## config.mk

```make
export PLATFORM = sky130hd
export DESIGN_NAME = acq_trig_ctrl
export DESIGN_NICKNAME = d
export VERILOG_FILES = /design/src/rtl/acq_trig_pkg.sv /design/src/rtl/acq_trig_fsm.sv /design/src/rtl/acq_cal_timer.sv /design/src/rtl/acq_irq_status.sv /design/src/rtl/acq_trig_ctrl.sv
export SDC_FILE = /design/constraint.sdc
export NUM_CORES = 1
export LEC_CHECK = 0
export ABC_AREA = 1
export BUFFER_PORTS_ARGS = -buffer_cell sky130_fd_sc_hd__buf_4
export CAP_MARGIN = 20
export CELL_PAD_IN_SITES_DETAIL_PLACEMENT = 2
export CELL_PAD_IN_SITES_GLOBAL_PLACEMENT = 2
export CORE_ASPECT_RATIO = 1.75
export CORE_MARGIN = 3
export CORE_UTILIZATION = 28
export DETAILED_ROUTE_END_ITERATION = 6
export PLACE_DENSITY_LB_ADDON = 0.2
export SLEW_MARGIN = 0
export SYNTH_ARGS = -nofsm -noshare
export SYNTH_HDL_FRONTEND = slang
export SYNTH_HIERARCHICAL = 1
export SYNTH_SLANG_ARGS = --single-unit
```

## constraint.sdc

```tcl
create_clock -name clk -period 2.5 [get_ports clk]
set_input_delay 0.125 -clock clk [delete_from_list [all_inputs] [get_ports clk]]
set_output_delay 0.125 -clock clk [all_outputs]
set_load 0.1 [all_outputs]
```

## src/rtl/acq_trig_pkg.sv

```systemverilog
package acq_trig_pkg;

   localparam int REG_W = 16;

   // host register addresses
   localparam logic [2:0] A_TRIG     = 3'd0;
   localparam logic [2:0] A_START    = 3'd1;
   localparam logic [2:0] A_FIFO_RST = 3'd2;
   localparam logic [2:0] A_IRQDMA   = 3'd3;
   localparam logic [2:0] A_TC_CLR   = 3'd4;

   // status word bit positions
   localparam int S_NE   = 0;
   localparam int S_OVF  = 3;
   localparam int S_EOA  = 4;
   localparam int S_CAL  = 5;
   localparam int S_PEND = 6;
   localparam int S_TC   = 7;

   typedef enum logic [1:0] {
      ST_IDLE,
      ST_ARMED,
      ST_DELAY,
      ST_RUN
   } acq_state_e;

   typedef struct packed {
      logic       demand;
      logic       tc_ie;
      logic       hf_sel;
      logic       fifo_ie;
      logic [3:0] irq_lvl;
      logic       dma_en;
      logic [2:0] chan;
   } irqdma_cfg_t;

endpackage

```

## src/rtl/acq_trig_fsm.sv

```systemverilog
module acq_trig_fsm
   import acq_trig_pkg::*;
#(
   parameter int DELAY_TICKS     = 72,
   parameter int EXT_SYNC_STAGES = 2
) (
   input  logic clk,
   input  logic rst_n,
   input  logic cfg_wr,
   input  logic cfg_delay,
   input  logic cfg_hw_en,
   input  logic start_wr,
   input  logic clr,
   input  logic ext_trig,
   input  logic sample_tick,
   input  logic acq_done,
   output logic active,
   output logic eoa_set
);

   localparam int CW = (DELAY_TICKS > 1) ? $clog2(DELAY_TICKS) : 1;
   localparam logic [CW-1:0] LAST = CW'(DELAY_TICKS - 1);

   if (DELAY_TICKS < 2) begin : g_bad_delay
      $error("DELAY_TICKS must be at least 2");
   end
   if (EXT_SYNC_STAGES == 1 || EXT_SYNC_STAGES < 0) begin : g_bad_sync
      $error("EXT_SYNC_STAGES must be 0 or at least 2");
   end

   logic ext_s, ext_prev, rise;

   if (EXT_SYNC_STAGES == 0) begin : g_nosync
      assign ext_s = ext_trig;
   end else begin : g_sync
      logic [EXT_SYNC_STAGES-1:0] sh;
      always_ff @(posedge clk or negedge rst_n) begin
         if (!rst_n) sh <= '0;
         else        sh <= {sh[EXT_SYNC_STAGES-2:0], ext_trig};
      end
      assign ext_s = sh[EXT_SYNC_STAGES-1];
   end

   always_ff @(posedge clk or negedge rst_n) begin
      if (!rst_n) ext_prev <= 1'b0;
      else        ext_prev <= ext_s;
   end
   assign rise = ext_s & ~ext_prev;

   acq_state_e    state_q, state_d;
   logic [CW-1:0] cnt_q, cnt_d;
   logic          delay_q, hw_q;

   always_comb begin
      state_d = state_q;
      cnt_d   = cnt_q;
      unique case (state_q)
         ST_IDLE: begin
            if (cfg_wr) begin
               state_d = cfg_hw_en ? ST_ARMED : ST_IDLE;
            end else if (start_wr && !hw_q) begin
               state_d = delay_q ? ST_DELAY : ST_RUN;
               cnt_d   = '0;
            end
         end
         ST_ARMED: begin
            if (cfg_wr && !cfg_hw_en) begin
               state_d = ST_IDLE;
            end else if (rise) begin
               state_d = delay_q ? ST_DELAY : ST_RUN;
               cnt_d   = '0;
            end
         end
         ST_DELAY: begin
            if (sample_tick) begin
               if (cnt_q == LAST) state_d = ST_RUN;
               else               cnt_d   = cnt_q + 1'b1;
            end
         end
         ST_RUN: begin
            if (acq_done) state_d = ST_IDLE;
         end
         default: state_d = ST_IDLE;
      endcase
      if (clr) state_d = ST_IDLE;
   end

   always_ff @(posedge clk or negedge rst_n) begin
      if (!rst_n) begin
         state_q <= ST_IDLE;
         cnt_q   <= '0;
         delay_q <= 1'b0;
         hw_q    <= 1'b0;
      end else begin
         state_q <= state_d;
         cnt_q   <= cnt_d;
         if (cfg_wr) begin
            delay_q <= cfg_delay;
            hw_q    <= cfg_hw_en;
         end
      end
   end

   assign active  = (state_q == ST_RUN);
   assign eoa_set = (state_q == ST_RUN) && acq_done && !clr;


   clr_idle_chk: assert property (@(posedge clk) disable iff (!rst_n)
      clr |=> (state_q == ST_IDLE));


   run_hold_chk: assert property (@(posedge clk) disable iff (!rst_n)
      (state_q == ST_RUN && !acq_done && !clr) |=> (state_q == ST_RUN));


   delay_hold_chk: assert property (@(posedge clk) disable iff (!rst_n)
      (state_q == ST_DELAY && !sample_tick && !clr) |=> (state_q == ST_DELAY));

endmodule

```

## src/rtl/acq_cal_timer.sv

```systemverilog
module acq_cal_timer #(
   parameter int CAL_CYCLES = 64
) (
   input  logic clk,
   input  logic rst_n,
   input  logic dig_pd,
   output logic busy
);

   localparam int W = $clog2(CAL_CYCLES + 1);
   localparam logic [W-1:0] LOAD = W'(CAL_CYCLES);

   if (CAL_CYCLES < 1) begin : g_bad_cal
      $error("CAL_CYCLES must be at least 1");
   end

   logic         pd_q;
   logic [W-1:0] cnt_q;

   always_ff @(posedge clk or negedge rst_n) begin
      if (!rst_n) begin
         pd_q  <= 1'b0;
         cnt_q <= '0;
      end else begin
         pd_q <= dig_pd;
         if (dig_pd)          cnt_q <= '0;
         else if (pd_q)       cnt_q <= LOAD;
         else if (cnt_q != 0) cnt_q <= cnt_q - 1'b1;
      end
   end

   assign busy = (cnt_q != '0);


   cal_start_chk: assert property (@(posedge clk) disable iff (!rst_n)
      (pd_q && !dig_pd) |=> busy);

endmodule

```

## src/rtl/acq_irq_status.sv

```systemverilog
module acq_irq_status
   import acq_trig_pkg::*;
#(
   parameter int BOARD_ID = 0
) (
   input  logic              clk,
   input  logic              rst_n,
   input  logic              clr,
   input  logic              tc_clr,
   input  logic              cfg_wr,
   input  irqdma_cfg_t       cfg_in,
   input  logic              fifo_ne,
   input  logic              fifo_hf,
   input  logic              fifo_ovf,
   input  logic              dma_tc,
   input  logic              eoa_set,
   input  logic              cal_busy,
   output irqdma_cfg_t       cfg_q,
   output logic [REG_W-1:0]  status,
   output logic              irq
);

   if (BOARD_ID < 0 || BOARD_ID > 3) begin : g_bad_id
      $error("BOARD_ID must fit in two bits");
   end
   localparam logic [1:0] ID_BITS = 2'(BOARD_ID);

   logic ovf_q, eoa_q, tc_q, pend;

   always_ff @(posedge clk or negedge rst_n) begin
      if (!rst_n) begin
         cfg_q <= '0;
         ovf_q <= 1'b0;
         eoa_q <= 1'b0;
         tc_q  <= 1'b0;
      end else begin
         if (cfg_wr) cfg_q <= cfg_in;
         if (clr)           ovf_q <= 1'b0;
         else if (fifo_ovf) ovf_q <= 1'b1;
         if (clr)          eoa_q <= 1'b0;
         else if (eoa_set) eoa_q <= 1'b1;
         if (dma_tc)      tc_q <= 1'b1;
         else if (tc_clr) tc_q <= 1'b0;
      end
   end

   assign pend = (cfg_q.fifo_ie & (eoa_q | (cfg_q.hf_sel & fifo_hf)))
               | (cfg_q.tc_ie & tc_q);
   assign irq  = pend;

   always_comb begin
      status         = '0;
      status[S_NE]   = fifo_ne;
      status[S_OVF]  = ovf_q;
      status[S_EOA]  = eoa_q;
      status[S_CAL]  = cal_busy;
      status[S_PEND] = pend;
      status[S_TC]   = tc_q;
      status[9:8]    = ID_BITS;
   end


   ovf_sticky_chk: assert property (@(posedge clk) disable iff (!rst_n)
      (ovf_q && !clr) |=> ovf_q);


   tc_set_chk: assert property (@(posedge clk) disable iff (!rst_n)
      dma_tc |=> tc_q);


   irq_src_chk: assert property (@(posedge clk) disable iff (!rst_n)
      irq |-> (cfg_q.fifo_ie || cfg_q.tc_ie));

endmodule

```

## src/rtl/acq_trig_ctrl.sv

```systemverilog
module acq_trig_ctrl
   import acq_trig_pkg::*;
#(
   parameter int DATA_W          = 16,
   parameter int DELAY_TICKS     = 72,
   parameter int EXT_SYNC_STAGES = 2,
   parameter int CAL_CYCLES      = 64,
   parameter int BOARD_ID        = 0
) (
   input  logic              clk,
   input  logic              rst_n,
   input  logic              host_wr,
   input  logic [2:0]        host_addr,
   input  logic [15:0]       host_wdata,
   input  logic              ext_trig,
   input  logic              sample_tick,
   input  logic              acq_done,
   input  logic              fifo_not_empty,
   input  logic              fifo_half_full,
   input  logic              fifo_overflow,
   input  logic              dma_tc,
   input  logic              dig_pd,
   input  logic [DATA_W-1:0] sample_in,
   output logic              acq_active,
   output logic              fifo_clear,
   output logic [15:0]       status_word,
   output logic              irq,
   output logic [2:0]        dma_chan,
   output logic              dma_en,
   output logic              dma_demand,
   output logic [3:0]        irq_level,
   output logic [DATA_W-1:0] sample_out
);

   if (DATA_W < 2) begin : g_bad_w
      $error("DATA_W must be at least 2");
   end

   logic wr_trig, wr_start, wr_rst, wr_cfg, wr_tc;
   assign wr_trig  = host_wr && (host_addr == A_TRIG);
   assign wr_start = host_wr && (host_addr == A_START);
   assign wr_rst   = host_wr && (host_addr == A_FIFO_RST);
   assign wr_cfg   = host_wr && (host_addr == A_IRQDMA);
   assign wr_tc    = host_wr && (host_addr == A_TC_CLR);

   logic unused_wdata;
   assign unused_wdata = ^{host_wdata[15:13], host_wdata[10]};

   irqdma_cfg_t cfg_new, cfg_q;
   always_comb begin
      cfg_new.chan    = host_wdata[2:0];
      cfg_new.dma_en  = host_wdata[3];
      cfg_new.irq_lvl = host_wdata[7:4];
      cfg_new.fifo_ie = host_wdata[8];
      cfg_new.hf_sel  = host_wdata[9];
      cfg_new.tc_ie   = host_wdata[11];
      cfg_new.demand  = host_wdata[12];
   end

   logic eoa_set, cal_busy;

   acq_trig_fsm #(
      .DELAY_TICKS     (DELAY_TICKS),
      .EXT_SYNC_STAGES (EXT_SYNC_STAGES)
   ) u_fsm (
      .clk         (clk),
      .rst_n       (rst_n),
      .cfg_wr      (wr_trig),
      .cfg_delay   (host_wdata[1:0] == 2'b11),
      .cfg_hw_en   (host_wdata[4]),
      .start_wr    (wr_start),
      .clr         (wr_rst),
      .ext_trig    (ext_trig),
      .sample_tick (sample_tick),
      .acq_done    (acq_done),
      .active      (acq_active),
      .eoa_set     (eoa_set)
   );

   acq_cal_timer #(
      .CAL_CYCLES (CAL_CYCLES)
   ) u_cal (
      .clk    (clk),
      .rst_n  (rst_n),
      .dig_pd (dig_pd),
      .busy   (cal_busy)
   );

   acq_irq_status #(
      .BOARD_ID (BOARD_ID)
   ) u_stat (
      .clk      (clk),
      .rst_n    (rst_n),
      .clr      (wr_rst),
      .tc_clr   (wr_tc),
      .cfg_wr   (wr_cfg),
      .cfg_in   (cfg_new),
      .fifo_ne  (fifo_not_empty),
      .fifo_hf  (fifo_half_full),
      .fifo_ovf (fifo_overflow),
      .dma_tc   (dma_tc),
      .eoa_set  (eoa_set),
      .cal_busy (cal_busy),
      .cfg_q    (cfg_q),
      .status   (status_word),
      .irq      (irq)
   );

   always_ff @(posedge clk or negedge rst_n) begin
      if (!rst_n) fifo_clear <= 1'b0;
      else        fifo_clear <= wr_rst;
   end

   assign dma_chan   = cfg_q.chan;
   assign dma_en     = cfg_q.dma_en;
   assign dma_demand = cfg_q.demand;
   assign irq_level  = cfg_q.irq_lvl;

   assign sample_out = {~sample_in[DATA_W-1], sample_in[DATA_W-2:0]};


   clear_pulse_chk: assert property (@(posedge clk) disable iff (!rst_n)
      fifo_clear |-> !$past(fifo_clear) || $past(wr_rst));

endmodule

```

# Word level (Yosys, flattened, before mapping)

Cells that the tools add are included.

Input port bits: 46
Output and inout port bits: 44
Logic and storage cells: 98
Bits in registers: 38

Bitwise logic cells: 8
Muxes and demuxes: 27
Reduce and logical (&&, ||, !) cells: 22
Equal/unequal tests: 20
$add $sub $neg: 2

Operator list:

| kind                                                  | count |
|---|---|
| 2-to-1 mux 7 bit                                      | 9 |
| one-hot mux 7 bit (3 select lines)                    | 1 |
| 2-to-1 mux 2 bit                                      | 8 |
| logical AND 1 bit                                     | 9 |
| 2-to-1 mux 1 bit                                      | 8 |
| inequality test 2 bit, second input constant          | 4 |
| inequality test 4 x 1 -> 1 bit, second input constant | 2 |
| one-hot mux 2 bit (4 select lines)                    | 1 |
| adder 7 x 1 -> 7 bit, second input constant           | 1 |
| equality test 7 bit, second input constant            | 1 |
| AND reduction 7 bit                                   | 1 |
| nonzero test 7 bit                                    | 1 |
| subtractor 7 x 1 -> 7 bit, second input constant      | 1 |
| equality test 2 bit, second input constant            | 3 |
| equality test 3 x 2 -> 1 bit, second input constant   | 2 |
| inequality test 3 x 2 -> 1 bit, second input constant | 2 |
| nonzero test 2 bit                                    | 3 |
| nonzero test 3 bit                                    | 2 |
| AND reduction 5 bit                                   | 1 |
| AND 1 bit                                             | 4 |
| inequality test 2 x 1 -> 1 bit, second input constant | 2 |
| equality test 3 x 1 -> 1 bit, second input constant   | 1 |
| equality test 3 bit, second input constant            | 1 |
| logical NOT 1 bit                                     | 3 |
| 6 further kinds                                       | 8 |

# Depth between registers and ports, before layout

Depth after elaboration: 7
Gate-level depth with buffers: 11
Gate-level depth less buffers: 11

# Hierarchy

Netlist, hierarchy kept.

Modules (own cells, without submodules):

| module         | sequential area each (sq um) | instances | cells an instance | area each (sq um) |
|---|---|---|---|---|
| acq_trig_fsm   | 350.3                        | 1         | 106               | 798.3 |
| acq_irq_status | 375.4                        | 1         | 82                | 724.4 |
| acq_cal_timer  | 200.2                        | 1         | 50                | 466.7 |
| acq_trig_ctrl  | 25.0                         | 1         | 33                | 203.9 |

# Worst setup path after synthesis

Ideal clock, no wire load.

Path kind: register -> output
From: reg u_stat.eoa_q
To: out status_word[6]
Required time: 2375 ps
Buffers on the path: 1
Setup slack: 821 ps
Data arrival time: 1554 ps
Stages on the path, launching flop included: 6
Cell sequence: dfrtp_1 -> inv_1 -> nand2_1 -> nand2_1 -> nand2_1 -> buf_4

Word-level cells in the longest chain between the ends: 3

Ends and longest elaborated chain:

| what                   | line                 | source |
|---|---|---|
| start, declared        | acq_irq_status.sv:28 | `logic ovf_q, eoa_q, tc_q, pend;` |
| start signal, assigned | acq_irq_status.sv:34 | `eoa_q <= 1'b0;` |
| start signal, assigned | acq_irq_status.sv:40 | `if (clr) eoa_q <= 1'b0;` |
| start signal, assigned | acq_irq_status.sv:41 | `else if (eoa_set) eoa_q <= 1'b1;` |
| bitwise OR 1 bit       | acq_irq_status.sv:47 | `assign pend = (cfg_q.fifo_ie & (eoa_q \| (cfg_q.hf_sel & fifo_hf)))` |
| AND 1 bit              | acq_irq_status.sv:47 |  |
| bitwise OR 1 bit       | acq_irq_status.sv:48 | `\| (cfg_q.tc_ie & tc_q);` |
| end, declared          | acq_trig_ctrl.sv:26  | `output logic [15:0] status_word,` |

No other way between the ends.

# Final worst setup path

From: reg u_cal.cnt_q[0]
To: out status_word[5]

Word-level cells in the longest chain between the ends: 1

Ends and longest elaborated chain:

| what                   | line                | source |
|---|---|---|
| start, declared        | acq_cal_timer.sv:18 | `logic [W-1:0] cnt_q;` |
| start signal, assigned | acq_cal_timer.sv:28 | `else if (cnt_q != 0) cnt_q <= cnt_q - 1'b1;` |
| nonzero test 7 bit     | acq_cal_timer.sv:32 | `assign busy = (cnt_q != '0);` |

No other way between the ends.

==> metrics.md <==
| Metric | Value |
|---|---|
| FF-to-FF Start | `u_fsm/cnt_q[0]$_DFFE_PN0P_` |
| Initial antenna violation count | `0` |
| Slowest stage cell, crit path | `dfrtp_1` |
| Clock Latency Late Sink | `roughly 0.28 ns` |
| Starting Density | `between 20 and 30%` |
| Row cnt | `42` |
| Final min period | `1.698 ns` |
| Placer Congestion | `~0.74` |
| Cell family with most CP delay | `flip-flops` |
| Max stage delay on crit path | `just over 0.4 ns` |
| Pins Over Slew Limit | `0` |
| Reg-to-reg setup timing slack | `1.03 ns` |
| HPWL Detailed | `approximately 4000 um` |
| Setup TNS | `0 ns` |
| Worst hold path class | `in2reg` |
| Post-synth ARST share | `100.0%` |
| Leakage power | `between 1 and 1.5 nW` |
| Combinational share of power | `49.3%` |
| Status | `finished, final reports clean` |
| RSZ-0062 raised after global routing | `no` |
| Critical path buffer and inverter count | `2` |
| Largest net degree at the start of global routing | `39` |
| Hold Path Depth | `3` |
| Die area | `around 9000 sq um` |
| FF-to-FF path depth | `9` |
| Dpl ws | `roughly 0.9 ns` |
| Maximum VDD drop | `0.3614 mV` |
| Primary FF master, synth | `dfrtp_1` |
| DR pass1 iterations | `2` |
| CTS clk-pin slew, worst paths | `0.06 ns` |
| Top cells by count, synth | `66 x nand2_1, 39 x inv_1, 38 x dfrtp_1, 31 x buf_4, 22 x nor2_1` |
| Clk root buf | `clkbuf_16` |
| Peak Freq | `a little under 0.6 GHz` |
| Seq/Total Area, Yosys | `roughly 43%` |
| Diodes inserted | `0` |
| Tcrit/Tclk final | `67.92%` |
| Sw power | `0.001462 W` |
| Count of cell types in the netlist | `30` |
| Deepest clock path buffer count | `2` |
| # fillers | `933` |
| Warnings from Yosys | `6` |
| Pwr Density | `around 1100 nW/um^2` |
| Internal power | `roughly 0.0015 W` |
| Vias | `1,762` |
| Drc violations | `0` |
| Critical path required time | `~2.4 ns` |
| Clock network fraction of design power | `a little over a fifth` |
| PortBufs | `43` |
| GRT Total Usage | `12.96%` |
| Mapped Avg Cell Area | `approximately 8 sq um` |
| Slew of the pin with the lowest slew margin | `slightly above 0.5 ns` |
| WL met1 | `1793 um` |
| Routed WL | `about 5100 um` |
| I/O pin count | `90` |
| Final setup viols | `0` |
| Total gr overflow | `0` |
| Top-area cell type share of the netlist area | `between 40% and 50%` |
| Worst clock skew | `between 0.003 and 0.004 ns` |
| Fin. Hold Viols | `0` |
| WS Path Type | `reg2out` |
| Num CTS Buffers | `5` |
| Part of the power in registers | `between 20% and 30%` |
| Ranking of synthesized cells by area | `dfrtp_1 43%, nand2_1 11%, buf_4 11%` |
| Fin nets | `350` |
| Worst Setup SP | `u_cal/cnt_q[0]$_DFFE_PN0P_` |
| Max cap viols | `0` |
| Final worst slack | `between 0.8 and 0.9 ns` |
| WL met2 | `approximately 2900 um` |
| Core Area | `between 7000 and 8000 sq um` |
| Worst setup EP type | `output port` |
| Top routing layer in use | `met4` |
| Worst R2R End | `u_fsm/cnt_q[6]$_DFFE_PN0P_` |
| CTS tree | `yes` |
| First-pass GRT wire length | `roughly 8700 um` |
| Critical Path Fanout Max | `7` |
| Layout area overhead | `18.43%` |
| Register area | `950.9 sq um` |
| Synth area leader | `dfrtp_1` |
| CP Cell Sequence | `inv_1 -> ha_1 -> nand2_4 -> nor2_8 -> nand2_8 -> buf_4` |
| Via density | `4.506` |
| Most frequent cell after synthesis | `nand2_1` |
| Die H | `~120 um` |
| Die Wd | `72.91 um` |
| Hold path startpoint | `host_wdata[9]` |
| EDFF count, synth | `0` |
| H-tree Lvls | `2` |
| Share of layout cells above drive strength 1 | `25.74%` |
| Sw frac | `about half` |
| DR iter-0 viols | `46` |
| Number of clock sinks | `38` |
| Final ANT Viol Nets | `0` |
| CP Data Arrival Time | `1.57 ns` |
| Multi-input logic area | `852.1 sq um` |
| Mapped Area | `approximately 2200 sq um` |
| WL met3 | `~250 um` |
| Worst Hold Path EP | `u_stat/cfg_q[9]$_DFFE_PN0P_` |
| Post-Synthesis Cells | `271` |
| Startpoint Class | `flop` |
| PostCTS Resize Cnt | `0` |
| Max transition margin | `around two thirds` |
| Drt wl/cell | `12.92 um` |
| Vias in the first global route | `~1,900` |
| Total power | `between 0.002 and 0.003 W` |
| FF+latch count, synth | `38` |
## sequential cells by signal (all words and copies together) (netlist names)
register,cells
fifo_clear,1
u_cal/cnt_q,7
u_stat/ovf_q,1
u_fsm/delay_q,1
u_fsm/state_q,2
u_fsm/ext_prev,1
u_fsm/hw_q,1
u_fsm/cnt_q,7
u_fsm/g_sync.sh,2
u_cal/pd_q,1
u_stat/cfg_q,12
u_stat/eoa_q,1
u_stat/tc_q,1
## stage by stage
| stage | std cells | area, sq um | util [%] | hold slack [ns] |
|---|---|---|---|---|
| 3_3_place_gp | 380 | 2420 | 31.98 | 0.1472 |
| 5_1_grt | 391 | 2597 | 34.33 | 0.04885 |
| 2_1_floorplan | 280 | 2227 | - | -0.1706 |
| 4_1_cts | 391 | 2597 | 34.33 | 0.04046 |
| 6_report | 391 | 2597 | 34.33 | 0.04526 |
| 3_5_place_dp | 380 | 2420 | 31.98 | 0.1443 |
## metal layers
metal | global-route usage, % | up-vias
met1 | 13.08 | 873
met2 | 24.38 | 41
met3 | 2.441 | 6
li1 | - | 842
met5 | 0 | -
met4 | 6.697 | 0
## cell families after synthesis
kind of cell	Yosys count	share of synthesized area [%]
simple gates	118	26.47
buf+inv	78	19.34
flops	38	43.35
compound gates	29	7.530
xor+xnor	5	1.996
fa+ha+maj	2	1.141
other cells	1	0.1710
## worst register-to-register path: stages, from the launching register on
cell     delay [ns]
dfrtp_1        0.42
ha_1           0.24
nand2_1        0.07
inv_1          0.07
nand3_1        0.08
nand2_1        0.11
nand2_1        0.13
nand2_4        0.10
nand2_1        0.07
o21ai_1        0.06
## worst max-delay path by stage
stage	to	slack (ns)	cells past startpoint
after CTS	status_word[5]	0.77	6
after detailed placement	u_fsm/cnt_q[6]$_DFFE_PN0P_	0.93	11
after global placement	u_fsm/cnt_q[6]$_DFFE_PN0P_	0.96	11
after floorplan	status_word[6]	0.82	5
after global routing	status_word[5]	0.69	6
final	status_word[5]	0.80	6
## layout by cell type (no fill, tap or decap)
cell type / Yosys / final
clkinv_2: 0 / 1
and2_1: 1 / 1
nor2_1: 22 / 22
nor2_2: 2 / 2
dfrtp_1: 38 / 38
nor3_1: 1 / 1
clkinv_1: 1 / 1
buf_4: 31 / 45
inv_1: 39 / 39
nor2_8: 1 / 1
nand2_8: 1 / 1
inv_2: 5 / 5
clkbuf_16: 0 / 5
o21bai_1: 2 / 2
ha_1: 2 / 2
xnor2_1: 1 / 1
o21ai_1: 7 / 7
dlygate4sd3_1: 0 / 3
o21ai_2: 3 / 3
nor2_4: 4 / 4
nor3_2: 1 / 1
clkbuf_1: 0 / 1
xor2_1: 4 / 4
nand2_4: 2 / 2
nand2_1: 66 / 66
nand4_1: 4 / 4
nand2_2: 3 / 3
o21ai_0: 11 / 11
nand3_1: 7 / 7
a21oi_1: 5 / 5
conb_1: 1 / 10
clkbuf_8: 0 / 1
nand3_2: 3 / 3
a21oi_2: 1 / 1
## timing repair
item | in CTS | in global routing
hold buffers | 3 | 0
hold endpoints to repair | 40 | 0
buffers inserted | 0 | 0
## power by group through the flow
stage | combinational, W | clock, W | sequential (W)
3_5_place_dp | 0.00149 | 0 | 0.000874
6_report | 0.00146 | 0.000647 | 0.000857
5_1_grt | 0.00160 | 0.000699 | 0.000882
3_3_place_gp | 0.00146 | 0 | 0.000870
4_1_cts | 0.00150 | 0.000677 | 0.000864
2_1_floorplan | 0.00112 | 0 | 0.00107
## area by class of cell
class	instances	area share [%]
clock buffer	7	5.491
multi-input combinational	164	32.80
timing repair buffer	48	14.16
sequential	38	36.61
inverter	45	6.503
tap	88	4.239
clock inverter	1	0.1927
Power figures use the tool's default switching activity.
